===== config.mk =====
export PLATFORM = sky130hd
export DESIGN_NAME = bcd_adjust_unit
export DESIGN_NICKNAME = d
export VERILOG_FILES = /design/src/rtl/bcdadj_pkg.sv /design/src/rtl/bcdadj_ctrl.sv /design/src/rtl/bcdadj_datapath.sv /design/src/rtl/bcd_adjust_unit.sv
export SDC_FILE = /design/constraint.sdc
export NUM_CORES = 1
export LEC_CHECK = 0
export ABC_AREA = 0
export ABC_CLOCK_PERIOD_IN_PS = 6000
export BUFFER_PORTS_ARGS = -buffer_cell sky130_fd_sc_hd__buf_2
export CAP_MARGIN = 25
export CORE_MARGIN = 2
export CORE_UTILIZATION = 40
export CTS_BUF_LIST = sky130_fd_sc_hd__clkbuf_8
export CTS_CLUSTER_DIAMETER = 120
export DETAILED_ROUTE_END_ITERATION = 10
export PLACE_DENSITY = 0.74
export SYNTH_ARGS = -nofsm -noshare
export SYNTH_HDL_FRONTEND = slang
export SYNTH_HIERARCHICAL = 1
export SYNTH_SLANG_ARGS = --single-unit

===== constraint.sdc =====
create_clock -name clk -period 6 [get_ports clk]
set_clock_uncertainty 0.15 [all_clocks]
set_input_delay 0.6 -clock clk [delete_from_list [all_inputs] [get_ports clk]]
set_output_delay 0.6 -clock clk [all_outputs]
set_load 0.02 [all_outputs]

===== src/rtl/bcdadj_pkg.sv =====
package bcdadj_pkg;
  // flag byte bit positions
  localparam int FlagC = 0;
  localparam int FlagN = 1;
  localparam int FlagP = 2;
  localparam int FlagH = 4;
  localparam int FlagZ = 6;
  localparam int FlagS = 7;

  // strobes from control to datapath
  typedef struct packed {
    logic lowFix;
    logic highFix;
    logic negate;
    logic load;
  } adj_ctrl_t;
endpackage


===== src/rtl/bcdadj_ctrl.sv =====
module bcdadj_ctrl
  import bcdadj_pkg::*;
#(
  parameter int NIB_W  = 4,
  parameter int SUB_EN = 0
) (
  input  logic             inValid,
  input  logic [NIB_W-1:0] lowDigit,
  input  logic [NIB_W-1:0] midHighDigit,
  input  logic             halfIn,
  input  logic             carryIn,
  input  logic             subIn,
  output adj_ctrl_t        ctrl
);
  localparam logic [NIB_W-1:0] DigitMax = NIB_W'(9);

  always_comb begin
    ctrl.lowFix  = (lowDigit > DigitMax) || halfIn;
    // high check is made on the value after the low-digit stage
    ctrl.highFix = (midHighDigit > DigitMax) || carryIn;
    ctrl.negate  = (SUB_EN != 0) && subIn;
    ctrl.load    = inValid;
  end
endmodule


===== src/rtl/bcdadj_datapath.sv =====
module bcdadj_datapath
  import bcdadj_pkg::*;
#(
  parameter int ACC_W   = 8,
  parameter int REG_OUT = 1
) (
  input  logic             clk,
  input  logic             rstN,
  input  adj_ctrl_t        ctrl,
  input  logic [ACC_W-1:0] accIn,
  input  logic             subIn,
  output logic [ACC_W-1:0] midVal,
  output logic [ACC_W-1:0] accOut,
  output logic [7:0]       flagsOut,
  output logic             outValid
);
  localparam int NIB_W = ACC_W / 2;
  localparam logic [ACC_W-1:0] LowStep  = ACC_W'(6);
  localparam logic [ACC_W-1:0] HighStep = ACC_W'(6) << NIB_W;

  logic [ACC_W-1:0] lowAddend, highAddend, finVal;
  logic             lowHc, highHc;
  logic [ACC_W-1:0] accNext;
  logic [7:0]       flagsNext;

  // carry (or borrow) out of the low nibble for one correction step
  function automatic logic nibCarry(input logic [ACC_W-1:0] a,
                                    input logic [ACC_W-1:0] b,
                                    input logic neg);
    logic [NIB_W:0] s;
    if (neg) begin
      s = {1'b0, a[NIB_W-1:0]} - {1'b0, b[NIB_W-1:0]};
    end else begin
      s = {1'b0, a[NIB_W-1:0]} + {1'b0, b[NIB_W-1:0]};
    end
    return s[NIB_W];
  endfunction

  always_comb begin
    lowAddend  = ctrl.lowFix  ? LowStep  : '0;
    highAddend = ctrl.highFix ? HighStep : '0;
    midVal = ctrl.negate ? (accIn - lowAddend) : (accIn + lowAddend);
    lowHc  = nibCarry(accIn, lowAddend, ctrl.negate);
    finVal = ctrl.negate ? (midVal - highAddend) : (midVal + highAddend);
    highHc = nibCarry(midVal, highAddend, ctrl.negate);
    accNext = finVal;
    flagsNext = '0;
    flagsNext[FlagS] = finVal[ACC_W-1];
    flagsNext[FlagZ] = (finVal == '0);
    flagsNext[FlagH] = lowHc | highHc;
    flagsNext[FlagP] = ~^finVal;
    flagsNext[FlagN] = subIn;
    flagsNext[FlagC] = ctrl.highFix;
  end

  generate
    if (REG_OUT != 0) begin : g_reg
      logic [ACC_W-1:0] accQ;
      logic [7:0]       flagsQ;
      logic             validQ;
      always_ff @(posedge clk) begin
        if (!rstN) begin
          accQ   <= '0;
          flagsQ <= '0;
          validQ <= 1'b0;
        end else begin
          validQ <= ctrl.load;
          if (ctrl.load) begin
            accQ   <= accNext;
            flagsQ <= flagsNext;
          end
        end
      end
      assign accOut   = accQ;
      assign flagsOut = flagsQ;
      assign outValid = validQ;
    end else begin : g_comb
      logic unusedClk;
      assign unusedClk = clk ^ rstN;
      assign accOut   = rstN ? accNext : '0;
      assign flagsOut = rstN ? flagsNext : '0;
      assign outValid = rstN & ctrl.load;
    end
  endgenerate
endmodule


===== src/rtl/bcd_adjust_unit.sv =====
module bcd_adjust_unit
  import bcdadj_pkg::*;
#(
  parameter int REG_OUT = 1,
  parameter int SUB_EN  = 0
) (
  input  logic       clk,
  input  logic       rstN,
  input  logic       inValid,
  input  logic [7:0] accIn,
  input  logic [7:0] flagsIn,
  output logic [7:0] accOut,
  output logic [7:0] flagsOut,
  output logic       outValid
);
  localparam int AccW = 8;
  localparam int NibW = AccW / 2;

  adj_ctrl_t        ctrl;
  logic [AccW-1:0]  midVal;

  bcdadj_ctrl #(.NIB_W(NibW), .SUB_EN(SUB_EN)) u_ctrl (
    .inValid      (inValid),
    .lowDigit     (accIn[NibW-1:0]),
    .midHighDigit (midVal[AccW-1:NibW]),
    .halfIn       (flagsIn[FlagH]),
    .carryIn      (flagsIn[FlagC]),
    .subIn        (flagsIn[FlagN]),
    .ctrl         (ctrl)
  );

  bcdadj_datapath #(.ACC_W(AccW), .REG_OUT(REG_OUT)) u_dp (
    .clk      (clk),
    .rstN     (rstN),
    .ctrl     (ctrl),
    .accIn    (accIn),
    .subIn    (flagsIn[FlagN]),
    .midVal   (midVal),
    .accOut   (accOut),
    .flagsOut (flagsOut),
    .outValid (outValid)
  );
endmodule


# Word level (Yosys, flattened, before mapping)
# Cells that the tools add are included.
[word_totals]
register_bits = 15
inputBits = 19
out_inout_bits = 17
wordCells = 16
[op_classes]
n_addsub = 4
n_lt_le_gt_ge = 2
mux = 2
bitwise = 1
n_reduce_logical = 4
[op_table]
columns = ["operator", "n"]
rows = [
  ["$add 8x8->8", 2],
  ["$add 4x4->5", 2],
  ["$gt 4x4->1 const B", 2],
  ["$logic_not 8->1", 1],
  ["$reduce_xnor 8->1", 1],
  ["$mux 7", 1],
  ["$mux 3", 1],
  ["$logic_or 1x1->1", 2],
  ["$or 1x1->1", 1],
]

# Depth between registers and ports, before layout
# Gate-level depths: netlist of the first run.
[depth]
ltp_word = 9
ltp_mapped = 23
ltp_nobuf = 22

# By module
# Netlist of the first run, hierarchy kept.
[modules_own_cells]
columns = ["module", "instances", "cells_per_inst", "area_each_um2", "seq_area_each_um2"]
rows = [
  ["bcdadj_datapath", 1, 127, 1108.6, 280.3],
  ["bcdadj_ctrl", 1, 7, 41.3, 0.0],
]

# Least setup slack after synthesis of the first run
# OpenSTA, ideal clock, no wires.
[synth_path]
path_kind = "input-to-reg"
from = "input accIn[2]"
to = "register u_dp.g_reg.flagsQ[2], in the netlist u_dp/flagsOut[2]"
setup_ns = 0.116
arrival_time_ns = 4.118
t_required_ns = 5.734
setup_slack_ns = 1.616
cell_stages = 22
n_path_buf = 1
cell_sequence = "o21ai_1 > nand2b_1 > nand2b_1 > clkbuf_2 > ha_1 > or3_1 > o21ai_0 > a31o_1 > xnor2_1 > o21ai_1 > nand2b_1 > inv_1 > ha_1 > o21a_1 > or3_1 > nand2_1 > xnor2_1 > ha_1 > xnor2_1 > xnor2_1 > mux2i_1 > nor2b_1"
[synth_lines]
columns = ["item", "line", "rtl"]
rows = [
  ["start: declaration", "bcd_adjust_unit.sv:10", "input logic [7:0] accIn,"],
  ["end signal: assignment", "bcdadj_datapath.sv:70", "flagsQ <= flagsNext;"],
  ["end: declaration", "bcdadj_datapath.sv:59", "logic [7:0] flagsQ;"],
]

==> results.md, run 1 <==
* Max-Cap Viols at 0
* CP Max Fanout at 10
* Setup WS pre-CTS at 1.07 ns
* Synth Instances at 130
* Clock transition at the registers of the reported paths at 0.06 ns
* Final nets at 190
* GRT Residual Overflow at 0
* Initial antenna violation count at 0
* RSZ-0062 raised after global routing: no
* Non-filler cells, final at 184
* Ports at 36
* Final period util at 78.9%
* Core area at 2710 um2
* Clk root buf: clkbuf_8
* Pwr dens at 318 nW/um2
* Initial Util at 41.5%
* Global-route wire length before repair at 3.57 mm
* # hold bufs at CTS at 0
* HPWL after DPL at 1.70 mm
* Layout cells sized above 1 at 23.5%
* Post-Syn Area per Cell at 8.64 um2
* Gpl congestion at 0.772
* Number of global-route vias before repair at 889
* CTS tree: yes
* TritonCTS Buffers at 3
* Final WL at 2.10 mm
* Drt drc at 0
* Max VDD drop at 0.000402 V
* Kind of critical path: input port to register
* GRT Util Overall at 13.7%
* Final Hold Viols at 0
* Site row count at 19
* Peak Freq at 211 MHz
* Fillers at 285
* 1st-iter DRT viols at 9
* Area Overhead vs Synth at 15.9%
* Data required, critical path at 6.03 ns
* Buffers on Ports at 28
* Synth warnings at 6
* CP max stage delay at 0.37 ns
* Die W at 57 um
* Leakage power at 0.687 nW
* Largest net degree at the start of global routing at 17
* Total die area at 3250 um2
* Clock Sinks at 14
* Worst setup EP type: register
* Final setup viols at 0
* Final core utilization at 48.1%
* Outcome: finished clean
* Drt pass-1 iters at 4
* Min cycle time layout at 4.73 ns
* Hold/Removal Path Class: register to register
* Final Max Tran Viols at 0
* CP Cell Sequence: buf_2, o21ai_1, nand2b_1, nand2b_1, ha_1, or3_1, o21ai_0, a31o_1, xnor2_1, o21ai_1, nand2b_1, inv_1, ha_1, o21a_1, or3_1, nand2_1, xnor2_1, ha_1, xnor2_1, xnor2_1, mux2i_1, nor2b_1
* Worst Setup Slack, final at 1.27 ns
* CTS H-tree lvls at 1
* Slowest stage cell, crit path: or3_1
* Maximum buffer depth of the clock tree at 2
* Crit path DAT at 4.76 ns
* Latest clock arrival within the worst-skew pair at 0.24 ns
* ANT nets after route at 0
* Post-DR wirelength/cell at 11.4 um
* Startpoint types: input port
* Post-cts resize count at 0
* Antenna cell count at 0
* Inst Count DP at 180
* Crit path top cell by count: xnor2_1
* Mapped cell area at 1120 um2
* Vias at 922
* Setup_tns at 0 ns
* Die H at 57 um
* Post-CTS setup buffer count at 0
* Via density at 5.01
sequential cells by signal (all words and copies together), names as in the netlist:
signal,count
u_dp/accOut,8
u_dp/flagsOut,5
u_dp/outValid,1
layout by cell type (no fill, tap or decap), drive strengths merged:
cell type,instances
xor2,4
inv,9
a21oi,4
or2,1
or4,1
nand2b,3
nand3,2
nor2b,10
dfxtp,14
or3,2
nor3,1
ha,17
a31o,1
nand2,10
conb,3
mux2i,8
o21a,3
xnor2,9
o211a,3
buf,28
o21ai,5
nor2,5
o211ai,1
a211oi,2
nand4,3
clkbuf,4
final timing paths:
path | start | to | slack [ns] | depth (start not counted)
worst max-delay path | accIn[2] | u_dp/flagsOut[2]$_SDFFE_PN0P_ | 1.27 | 22
worst min-delay path | u_dp/flagsOut[4]$_SDFFE_PN0P_ | u_dp/flagsOut[4]$_SDFFE_PN0P_ | 0.33 | 1
worst max register to register | u_dp/accOut[6]$_SDFFE_PN0P_ | u_dp/accOut[6]$_SDFFE_PN0P_ | 5.15 | 2
worst min register to register | u_dp/flagsOut[4]$_SDFFE_PN0P_ | u_dp/flagsOut[4]$_SDFFE_PN0P_ | 0.33 | 1
final cells by class:
cell class,instances,area (um2),area share (%)
Multi-Input combinational cell,98,754,57.9
Inverter,9,33.8,2.59
Timing Repair Buffer,28,140,10.8
Sequential cell,14,280,21.5
Clock buffer,4,55.1,4.23
Tap cell,31,38.8,2.98
where the power goes:
| group | switching (mW) | total (mW) | internal, mW |
|---|---|---|---|
| Clock | 0.0315 | 0.0895 | 0.0580 |
| Combinational | 0.115 | 0.213 | 0.0980 |
| Sequential | 0.00532 | 0.111 | 0.106 |
critical path: cells and delay by family:
kind | cells | cell delay, ns
AO/OA/AOI/OAI | 5 | 0.73
AND/OR/NAND/NOR | 7 | 1.56
XOR/XNOR | 4 | 0.65
buffers and inverters | 2 | 0.17
adder cells (fa/ha/maj) | 3 | 0.94
multiplexers | 1 | 0.09
metrics by stage:
stage	instance area, um2	power [mW]	hold WS [ns]
after floorplan	1130	0.287	0.439
after global placement	1250	0.318	0.311
after detailed placement	1250	0.323	0.317
after CTS	1300	0.420	0.332
after global routing	1300	0.446	0.375
final	1300	0.414	0.329
per-layer routing:
layer	track usage, %	vias to the layer above	wire [um]
met2	25.9	22	1090
met5	0	-	0
met4	0.997	0	0
met3	4.54	0	129
li1	-	474	-
met1	15.4	426	886
No activity file was read; power rests on OpenSTA's default activity.
==> run 2, diff against run 1 <==
--- a/config.mk
+++ b/config.mk
@@ -6,7 +6,7 @@
 export NUM_CORES = 1
 export LEC_CHECK = 0
 export ABC_AREA = 0
-export ABC_CLOCK_PERIOD_IN_PS = 6000
+export ABC_CLOCK_PERIOD_IN_PS = 4700
 export BUFFER_PORTS_ARGS = -buffer_cell sky130_fd_sc_hd__buf_2
 export CAP_MARGIN = 25
 export CORE_MARGIN = 2
==> constraint.sdc (replaced) <==
create_clock -name clk -period 4.7 [get_ports clk]
set_clock_uncertainty 0.15 [all_clocks]
set_input_delay 0.47 -clock clk [delete_from_list [all_inputs] [get_ports clk]]
set_output_delay 0.47 -clock clk [all_outputs]
set_load 0.02 [all_outputs]
==> results.md, run 2 (synthesis results as in run 1) <==
* Outcome: finished clean
* Gpl congestion at 0.814
* Min cycle time layout at 4.33 ns
* Crit path DAT at 4.37 ns
* Final core utilization at 48.9%
* Total die area at 3250 um2
* CP max stage delay at 0.37 ns
* GRT Residual Overflow at 0
* Final setup viols at 0
* ANT nets after route at 0
* Final Cell Area at 1330 um2
* Final WL at 2.11 mm
* Hold/Removal Path Class: register to register
* Crit path max-delay family: compound AO/OA/AOI/OAI gates
* Die W at 57 um
* Drt drc at 0
* RSZ-0062 raised after global routing: no
* Startpoint types: input port
* TritonCTS Buffers at 3
* Fillers at 273
* Critical Path Start: accIn[2]
* CP Cell Sequence: buf_2, o21ai_1, nand2b_1, ha_1, o21a_2, o211ai_2, a31o_1, xnor2_1, o21ai_1, nand2b_1, inv_1, ha_1, o21a_1, or3_1, nand2_1, xnor2_1, ha_1, xnor2_1, xnor2_1, mux2i_1, nor2b_1
* Data required, critical path at 4.74 ns
* Initial Util at 41.5%
* Buffers & Inverters on Critical Path at 2
* Layout cells sized above 1 at 25.2%
* Site row count at 19
* Max reg flops at 8
* Crit path top cell by count: xnor2_1
* Setup_tns at 0 ns
* Peak Freq at 231 MHz
* Max VDD drop at 0.000316 V
* 1st-iter DRT viols at 2
* Drt pass-1 iters at 4
* Via density at 4.91
* Placed Area at 1260 um2
* Latest clock arrival within the worst-skew pair at 0.25 ns
* Largest net degree at the start of global routing at 17
* Clock transition at the registers of the reported paths at 0.06 ns
* Die H at 57 um
* Most frequent cells in the layout: buf_2 (28), ha_1 (17), dfxtp_1 (14)
* CTS H-tree lvls at 1
* Min Hold Slack at 0.331 ns
* Max-Cap Viols at 0
* HPWL after DPL at 1.72 mm
* Buffers on Ports at 28
* Non-filler cells, final at 186
* GRT Util Overall at 13.9%
* Worst setup EP type: register
* Ports at 36
* Kind of critical path: input port to register
* Area Overhead vs Synth at 17.9%
* CP Max Fanout at 4
* Worst r2r src: u_dp/accOut[6]$_SDFFE_PN0P_
* Antenna cell count at 0
* Core area at 2710 um2
* Vias at 913
* Initial antenna violation count at 0
* Area of the multi-input gates at 762 um2
* Number of global-route vias before repair at 865
* Post-CTS setup buffer count at 0
* Leakage power at 0.702 nW
* Pwr dens at 401 nW/um2
* Register area at 280 um2
* CTS tree: yes
* Final nets at 192
* Maximum buffer depth of the clock tree at 2
* Commonest non-fill, non-tap cell in the layout: buf_2
* Final Max Tran Viols at 0
* Clk root buf: clkbuf_8
* Post-DR wirelength/cell at 11.3 um
* Final period util at 92.2%
* Inst Count DP at 182
* Final Hold Viols at 0
* Hold Crit Start: u_dp/accOut[1]$_SDFFE_PN0P_
* Slowest stage cell, crit path: ha_1
* Clock Sinks at 14
* Global-route wire length before repair at 3.64 mm
## run 2: layer usage
| layer | up-vias | global-route usage [%] | part of all wire (%) |
|---|---|---|---|
| li1 | 479 | - | - |
| met1 | 412 | 16.3 | 43 |
| met2 | 20 | 25.8 | 51 |
| met3 | 2 | 3.63 | 4.9 |
| met4 | 0 | 1.99 | 0.62 |
| met5 | - | 0 | 0 |
## run 2: final timing paths
check | to | slack [ns] | cells past startpoint
hold / removal | u_dp/accOut[1]$_SDFFE_PN0P_ | 0.33 | 1
hold reg to reg | u_dp/accOut[1]$_SDFFE_PN0P_ | 0.33 | 1
setup / recovery | u_dp/flagsOut[2]$_SDFFE_PN0P_ | 0.37 | 21
setup reg to reg | u_dp/accOut[6]$_SDFFE_PN0P_ | 3.86 | 2
## run 2: worst reg2reg max path, delay by kind of cell (launching register included)
| family | cells | cell delay [ns] |
|---|---|---|
| AOI/OAI and AO/OA | 1 | 0.17 |
| DFF | 1 | 0.30 |
| and+or+nand+nor | 1 | 0.12 |
## run 2: stage by stage
stage               power [mW]  setup slack [ns]
finish                   0.532             0.367
global route             0.574            0.0213
CTS                      0.537             0.305
detailed placement       0.417            0.0694
global placement         0.407             0.178
floorplan                0.367             0.446
## run 2: report_power, final
| group | leakage (nW) | switching (mW) | internal (mW) |
|---|---|---|---|
| Clock | 0.0288 | 0.0429 | 0.0742 |
| Combinational | 0.557 | 0.146 | 0.127 |
| Sequential | 0.116 | 0.00689 | 0.135 |
| Total | 0.702 | 0.196 | 0.336 |
## run 2: what timing repair did
| item | in CTS | in global routing |
|---|---|---|
| gates resized for setup | 0 | 1 |
| setup endpoints to repair | 0 | 1 |
| hold buffers | 0 | 0 |
## run 2: area by class of cell
class | count | share of cell area, %
Inverter | 9 | 2.55
Clock buffer | 4 | 4.15
Timing Repair Buffer | 30 | 11.7
Tap cell | 31 | 2.93
Multi-Input combinational cell | 98 | 57.5
Sequential cell | 14 | 21.2
